==> src/rtl/wns_pkg.sv <==
package wns_pkg;
    typedef enum logic [2:0] {
        ST_IDLE    = 3'd0,
        ST_REQ_W0  = 3'd1,
        ST_DATA_W0 = 3'd2,
        ST_REQ_W1  = 3'd3,
        ST_DATA_W1 = 3'd4,
        ST_BURST   = 3'd5,
        ST_ACK     = 3'd6
    } wns_state_e;
endpackage

==> src/rtl/wns_be_gen.sv <==
module wns_be_gen #(
    parameter int BE_W   = 4,
    parameter int OFF_W  = 3,
    parameter int SIZE_W = 4
) (
    input  logic [OFF_W-1:0]  offset,
    input  logic [SIZE_W-1:0] size,
    output logic [BE_W-1:0]   be_lo,
    output logic [BE_W-1:0]   be_hi
);
    localparam int MW = 4 * BE_W;

    logic [MW-1:0] ones;
    logic [MW-1:0] mask;

    always_comb begin
        ones  = (MW'(1) << size) - MW'(1);
        mask  = ones << offset;
        be_lo = mask[BE_W-1:0];
        be_hi = mask[2*BE_W-1:BE_W];
    end
endmodule

==> src/rtl/wns_lane_pick.sv <==
module wns_lane_pick #(
    parameter int NW = 32
) (
    input  logic [2*NW-1:0] wide,
    input  logic            sel_hi,
    output logic [NW-1:0]   narrow
);
    always_comb begin
        narrow = sel_hi ? wide[2*NW-1:NW] : wide[NW-1:0];
    end
endmodule

==> src/rtl/wide_narrow_splitter.sv <==
module wide_narrow_splitter
    import wns_pkg::*;
#(
    parameter  int AW         = 32,
    parameter  int NW         = 32,
    parameter  int LINE_WORDS = 8,
    localparam int BE_W       = NW / 8,
    localparam int WIDE_W     = 2 * NW,
    localparam int WOFF       = $clog2(BE_W),
    localparam int OFF_W      = WOFF + 1,
    localparam int SIZE_W     = OFF_W + 1,
    localparam int BEAT_W     = $clog2(LINE_WORDS),
    localparam int LINE_OFF   = BEAT_W + WOFF
) (
    input  logic              clk,
    input  logic              rst_n,
    input  logic              cpu_req,
    input  logic              cpu_addr_only,
    input  logic              cpu_line,
    input  logic              cpu_wr,
    input  logic [AW-1:0]     cpu_addr,
    input  logic [SIZE_W-1:0] cpu_size,
    input  logic [WIDE_W-1:0] cpu_wdata,
    output logic              cpu_ack,
    output logic              cpu_err,
    output logic [WIDE_W-1:0] cpu_rdata,
    output logic              cpu_rvalid,
    output logic [BEAT_W-1:0] cpu_rword,
    output logic [BEAT_W-1:0] cpu_wbeat,
    output logic              nb_req,
    output logic              nb_wr,
    output logic              nb_burst,
    output logic [AW-1:0]     nb_addr,
    output logic [BE_W-1:0]   nb_be,
    output logic [NW-1:0]     nb_wdata,
    input  logic              nb_gnt,
    input  logic              nb_rdy,
    input  logic              nb_err,
    input  logic [NW-1:0]     nb_rdata
);
    typedef struct packed {
        wns_state_e        st;
        logic [AW-1:0]     addr;
        logic              line;
        logic              wr;
        logic              hi;
        logic [BE_W-1:0]   be_lo;
        logic [BE_W-1:0]   be_hi;
        logic [BEAT_W-1:0] beat;
        logic [WIDE_W-1:0] rdata;
        logic              rvalid;
        logic [BEAT_W-1:0] rword;
        logic              err;
    } ctl_t;

    ctl_t q, d;

    logic [BE_W-1:0] be_lo_w, be_hi_w;
    logic            lane_hi;

    wns_be_gen #(.BE_W(BE_W), .OFF_W(OFF_W), .SIZE_W(SIZE_W)) be_gen_i (
        .offset (cpu_addr[OFF_W-1:0]),
        .size   (cpu_size),
        .be_lo  (be_lo_w),
        .be_hi  (be_hi_w)
    );

    assign lane_hi = q.line ? q.beat[0] : q.hi;

    wns_lane_pick #(.NW(NW)) lane_i (
        .wide   (cpu_wdata),
        .sel_hi (lane_hi),
        .narrow (nb_wdata)
    );

    always_comb begin
        d        = q;
        d.rvalid = 1'b0;
        case (q.st)
            ST_IDLE: begin
                if (cpu_req) begin
                    d.addr  = cpu_addr;
                    d.line  = cpu_line;
                    d.wr    = cpu_wr;
                    d.be_lo = be_lo_w;
                    d.be_hi = be_hi_w;
                    d.beat  = '0;
                    d.rdata = '0;
                    d.err   = 1'b0;
                    d.hi    = !cpu_line && (be_lo_w == '0);
                    d.st    = cpu_addr_only ? ST_ACK : ST_REQ_W0;
                end
            end
            ST_REQ_W0: begin
                if (nb_gnt) d.st = q.line ? ST_BURST : ST_DATA_W0;
            end
            ST_DATA_W0: begin
                if (nb_rdy) begin
                    if (!q.wr) begin
                        if (q.hi) d.rdata[WIDE_W-1:NW] = nb_rdata;
                        else      d.rdata[NW-1:0]      = nb_rdata;
                    end
                    if (nb_err) begin
                        d.err = 1'b1;
                        d.st  = ST_ACK;
                    end else if (!q.hi && (q.be_hi != '0)) begin
                        d.hi = 1'b1;
                        d.st = ST_REQ_W1;
                    end else begin
                        d.st = ST_ACK;
                    end
                end
            end
            ST_REQ_W1: begin
                if (nb_gnt) d.st = ST_DATA_W1;
            end
            ST_DATA_W1: begin
                if (nb_rdy) begin
                    if (!q.wr) d.rdata[WIDE_W-1:NW] = nb_rdata;
                    d.err = nb_err;
                    d.st  = ST_ACK;
                end
            end
            ST_BURST: begin
                if (nb_rdy) begin
                    if (nb_err) begin
                        d.err = 1'b1;
                        d.st  = ST_ACK;
                    end else begin
                        if (!q.wr) begin
                            if (q.beat[0]) d.rdata[WIDE_W-1:NW] = nb_rdata;
                            else           d.rdata[NW-1:0]      = nb_rdata;
                            d.rvalid = 1'b1;
                            d.rword  = q.beat;
                        end
                        if (q.beat == BEAT_W'(LINE_WORDS - 1)) d.st = ST_ACK;
                        else                                   d.beat = q.beat + 1'b1;
                    end
                end
            end
            ST_ACK:  d.st = ST_IDLE;
            default: d.st = ST_IDLE;
        endcase
    end

    always_ff @(posedge clk) begin
        if (!rst_n) q <= '0;
        else        q <= d;
    end

    always_comb begin
        nb_req     = (q.st == ST_REQ_W0) || (q.st == ST_REQ_W1);
        nb_wr      = q.wr;
        nb_burst   = q.line;
        nb_be      = q.line ? {BE_W{1'b1}} : (q.hi ? q.be_hi : q.be_lo);
        nb_addr    = q.line ? {q.addr[AW-1:LINE_OFF], q.beat, {WOFF{1'b0}}}
                            : {q.addr[AW-1:OFF_W], q.hi, {WOFF{1'b0}}};
        cpu_ack    = (q.st == ST_ACK);
        cpu_err    = q.err;
        cpu_rdata  = q.rdata;
        cpu_rvalid = q.rvalid;
        cpu_rword  = q.rword;
        cpu_wbeat  = q.beat;
    end

    AST_ADDR_ONLY_LOCAL: assert property (@(posedge clk) disable iff (!rst_n)
        (q.st == ST_IDLE && cpu_req && cpu_addr_only) |=> (cpu_ack && !nb_req));
    AST_REQ_HOLD: assert property (@(posedge clk) disable iff (!rst_n)
        (nb_req && !nb_gnt) |=> (nb_req && $stable(nb_addr) && $stable(nb_be)));
    AST_BE_NONEMPTY: assert property (@(posedge clk) disable iff (!rst_n)
        nb_req |-> (nb_be != '0));
    AST_BURST_ALIGN: assert property (@(posedge clk) disable iff (!rst_n)
        (nb_req && nb_burst) |-> (nb_addr[LINE_OFF-1:0] == '0));
    AST_RVALID_READ_ONLY: assert property (@(posedge clk) disable iff (!rst_n)
        cpu_rvalid |-> !nb_wr);
    AST_ACK_PULSE: assert property (@(posedge clk) disable iff (!rst_n)
        cpu_ack |=> !cpu_ack);
    AST_ERR_ENDS: assert property (@(posedge clk) disable iff (!rst_n)
        ((q.st == ST_DATA_W0 || q.st == ST_BURST) && nb_rdy && nb_err) |=> (cpu_ack && cpu_err && !nb_req));
endmodule

==> config.mk <==
export PLATFORM = sky130hd
export DESIGN_NAME = wide_narrow_splitter
export DESIGN_NICKNAME = d
export VERILOG_FILES = /design/src/rtl/wns_pkg.sv /design/src/rtl/wns_be_gen.sv /design/src/rtl/wns_lane_pick.sv /design/src/rtl/wide_narrow_splitter.sv
export SDC_FILE = /design/constraint.sdc
export NUM_CORES = 1
export LEC_CHECK = 0
export BUFFER_PORTS_ARGS = -buffer_cell sky130_fd_sc_hd__buf_4
export CAP_MARGIN = 15
export CORE_MARGIN = 4
export CORE_UTILIZATION = 47
export DETAILED_ROUTE_END_ITERATION = 12
export GPL_TIMING_DRIVEN = 1
export HOLD_SLACK_MARGIN = 0.08
export PLACE_DENSITY = 0.81
export SLEW_MARGIN = 5
export SYNTH_ARGS = -nofsm -noshare
export SYNTH_HDL_FRONTEND = slang
export SYNTH_SLANG_ARGS = --single-unit
==> constraint.sdc <==
create_clock -name clk -period 2.47 [get_ports clk]
set_clock_uncertainty 0.05 [all_clocks]
set_input_delay 0.1235 -clock clk [delete_from_list [all_inputs] [get_ports clk]]
set_output_delay 0.1235 -clock clk [all_outputs]
set_load 0.01 [all_outputs]
==> summary.md <==
| Metric | Value |
|---|---|
| Die X-Extent | 121 um |
| Final Cell Area | 0.00874 mm2 |
| DR pass1 iterations | 5 |
| PD cells | 965 mW/mm2 |
| Count of input and output buffers | 282 |
| Layout Nets | 1075 |
| Share of the synthesized area in the top cell type | 38.4% |
| Initial Util | 48.9% |
| Remaining global-route overflow | 0 |
| Fillers | 903 |
| RSZ-0062 raised after global routing | no |
| Kind of critical path | reg -> reg |
| Most common cell in the synthesized netlist | dfxtp_1 |
| Share of cells above drive strength 1 | 39.9% |
| GP Congestion | 0.851 |
| Slew Limit Fails | 0 |
| Setup bufs post-CTS | 0 |
| Layout overhead on the synthesized area | 45.9% |
| CTS max path bufs | 2 |
| Dominant synthesized flop cell | dfxtp_1 |
| # rows | 40 |
| Die Ht | 121 um |
| Clock Tree Root | clkbuf_16 |
| Status | complete, no violations |
| Mapped Area | 0.00599 mm2 |
| DIE AREA | 0.0146 mm2 |
| Crit start category | flip-flop |
| Core Box Area | 0.0123 mm2 |
| Dpl cells | 1015 |
| Crit path max fanout | 32 |
| Cts hold-fix bufs | 65 |
| Post-DP HPWL | 13900 um |
| Final Power | 8.44 mW |
| Max Cap Viol | 0 |
| Syn Inst Count | 701 |
| Leak | 3.93 nW |
| I/O Pins | 285 |
| Via/cell ratio | 5.17 |
| Syn avg cell area | 8.55 um2 |
| Yosys Warn Count | 0 |
| Fmax | 449 MHz |
| Inserted Clock Buffers | 17 |
| Least-Margin Pin Slew | 0.637 ns |
| Reg clk slew, reported paths | 0.06 ns |
| Residual DRC | 0 |
| Placed inst area | 0.00750 mm2 |
| Post-Route WL | 19900 um |
| Clock Latency Late Sink | 0.40 ns |
| Finished Layout Cells | 1112 |
| CTS tree | done |
| First-pass GRT wire length | 30300 um |
| Gr usage total | 26.4% |
| H-tree level count | 4 |
| Peak VDD IR | 497 uV |
| Detail Route Antenna Nets | 0 |
| Ys async rst share | 0% |
| Final number of setup-violating endpoints | 0 |
| Synth top area cells | dfxtp_1, buf_4, a21oi_1, nand2_1, mux2_2 |
| Vias | 5754 |
| Req. time, crit path | 2.75 ns |
| Register Area | 0.00230 mm2 |
| Final period utilization | 90.1% |
| Post_cts resized | 0 |
| Number of synthesized flops with an enable pin | 0 |
| Vias in the first global route | 5788 |
| Drt wl/cell | 17.9 um |
| Setup TNS Final | 0 ns |
| Yosys cell types | 59 |
| Initial antenna violation count | 0 |
| Slew HR | 57.5% |
| Antenna cells | 0 |
| Initial DRC count | 478 |
| Area leader, netlist | dfxtp_1 |
| Sequential-to-total area share from yosys stat | 38.4% |
| Area occupied by multi-input gates | 0.00264 mm2 |
| CP Capture Type | flip-flop |
| Crit path time final | 2.22 ns |
| Largest net degree at the start of global routing | 49 |
| Fin. Hold Viols | 0 |
| Top cells by count, synth | dfxtp_1, nand2_1, buf_4 |
| Clock sink count | 115 |
| Flops & latches, synth | 115 |
| Hold Path Class | in -> reg |
| Worst Path Arrival | 2.51 ns |
## metal layers
layer / global-route usage [%] / part of all wire [%] / vias to the layer above
li1: - / - / 2786
met1: 25.9 / 35 / 2653
met3: 7.65 / 7.7 / 40
met4: 11.8 / 3.6 / 0
met5: 0 / 0 / -
met2: 50.5 / 54 / 275
## worst max-delay path, cell delays in order (launching register included)
cell      delay (ns)
dfxtp_1         0.73
nand3b_4        0.19
or3_1           0.50
a211oi_4        0.28
buf_12          0.22
a22o_1          0.18
## final timing paths
path / startpoint / to / slack [ns] / cells past startpoint
setup reg to reg: q[117] / cpu_rdata[18] / 0.25 / 5
hold reg to reg: cpu_rdata[43] / cpu_rdata[43] / 0.40 / 2
hold / removal: cpu_addr[0] / q[75] / 0.13 / 3
setup / recovery: q[117] / cpu_rdata[18] / 0.25 / 5
## state kept, by name (all words and copies together), names as in the netlist
name,count
cpu_rdata,64
cpu_wbeat,3
q,41
cpu_rvalid,1
nb_burst,1
nb_wr,1
cpu_err,1
cpu_rword,3
## where the power goes
group | switching (mW) | internal [mW] | leakage, nW
Combinational | 1.86 | 1.65 | 2.70
Clock | 0.897 | 1.52 | 0.287
Sequential | 0.287 | 2.22 | 0.935
## area by class of cell
cell class              instances  area share (%)
repair buffers                362            33.9
multi-input cells             425            30.1
flip-flops and latches        115            26.3
clock buffers                  18            5.02
well taps                     168            2.40
clock inverters                14            1.73
inverters                      10           0.429
## cells in the final DEF, fill, tap and decap left out, drive strengths merged, types with 3 or more instances in the layout
| cell type | Yosys | layout |
|---|---|---|
| o21ai | 14 | 14 |
| nor3 | 11 | 11 |
| a211oi | 4 | 4 |
| or3 | 3 | 3 |
| nand2b | 10 | 10 |
| mux2 | 34 | 34 |
| nor3b | 4 | 4 |
| ha | 3 | 3 |
| mux2i | 12 | 12 |
| dlygate4sd3 | 0 | 65 |
| nand2 | 110 | 110 |
| clkbuf | 29 | 18 |
| inv | 9 | 14 |
| dfxtp | 115 | 115 |
| a21oi | 83 | 83 |
| a22oi | 4 | 4 |
| nand3 | 37 | 37 |
| o221ai | 5 | 5 |
| buf | 123 | 297 |
| nor2 | 20 | 20 |
| nand3b | 4 | 4 |
| o211ai | 3 | 3 |
| o31ai | 3 | 3 |
| a22o | 32 | 32 |
| clkinv | 1 | 6 |
## per-stage QoR
step | hold WS (ns) | setup WS (ns) | util (%)
after detailed placement | 0.297 | 0.313 | 61.2
after global routing | 0.130 | 0.143 | 71.3
after global placement | 0.293 | 0.393 | 61.2
after CTS | 0.107 | 0.280 | 71.3
final | 0.125 | 0.245 | 71.3
after floorplan | 0.199 | 0.520 | -
## cell families after synthesis
| kind of cell | synth area share, % |
|---|---|
| simple gates | 16.1 |
| compound gates | 18.1 |
| buf+inv | 18.0 |
| flops | 38.4 |
| mux | 8.39 |
| fa+ha+maj | 0.626 |
| xor+xnor | 0.292 |
| other cells | 0.0626 |
Note: power is estimated with default switching activity, not from simulation.
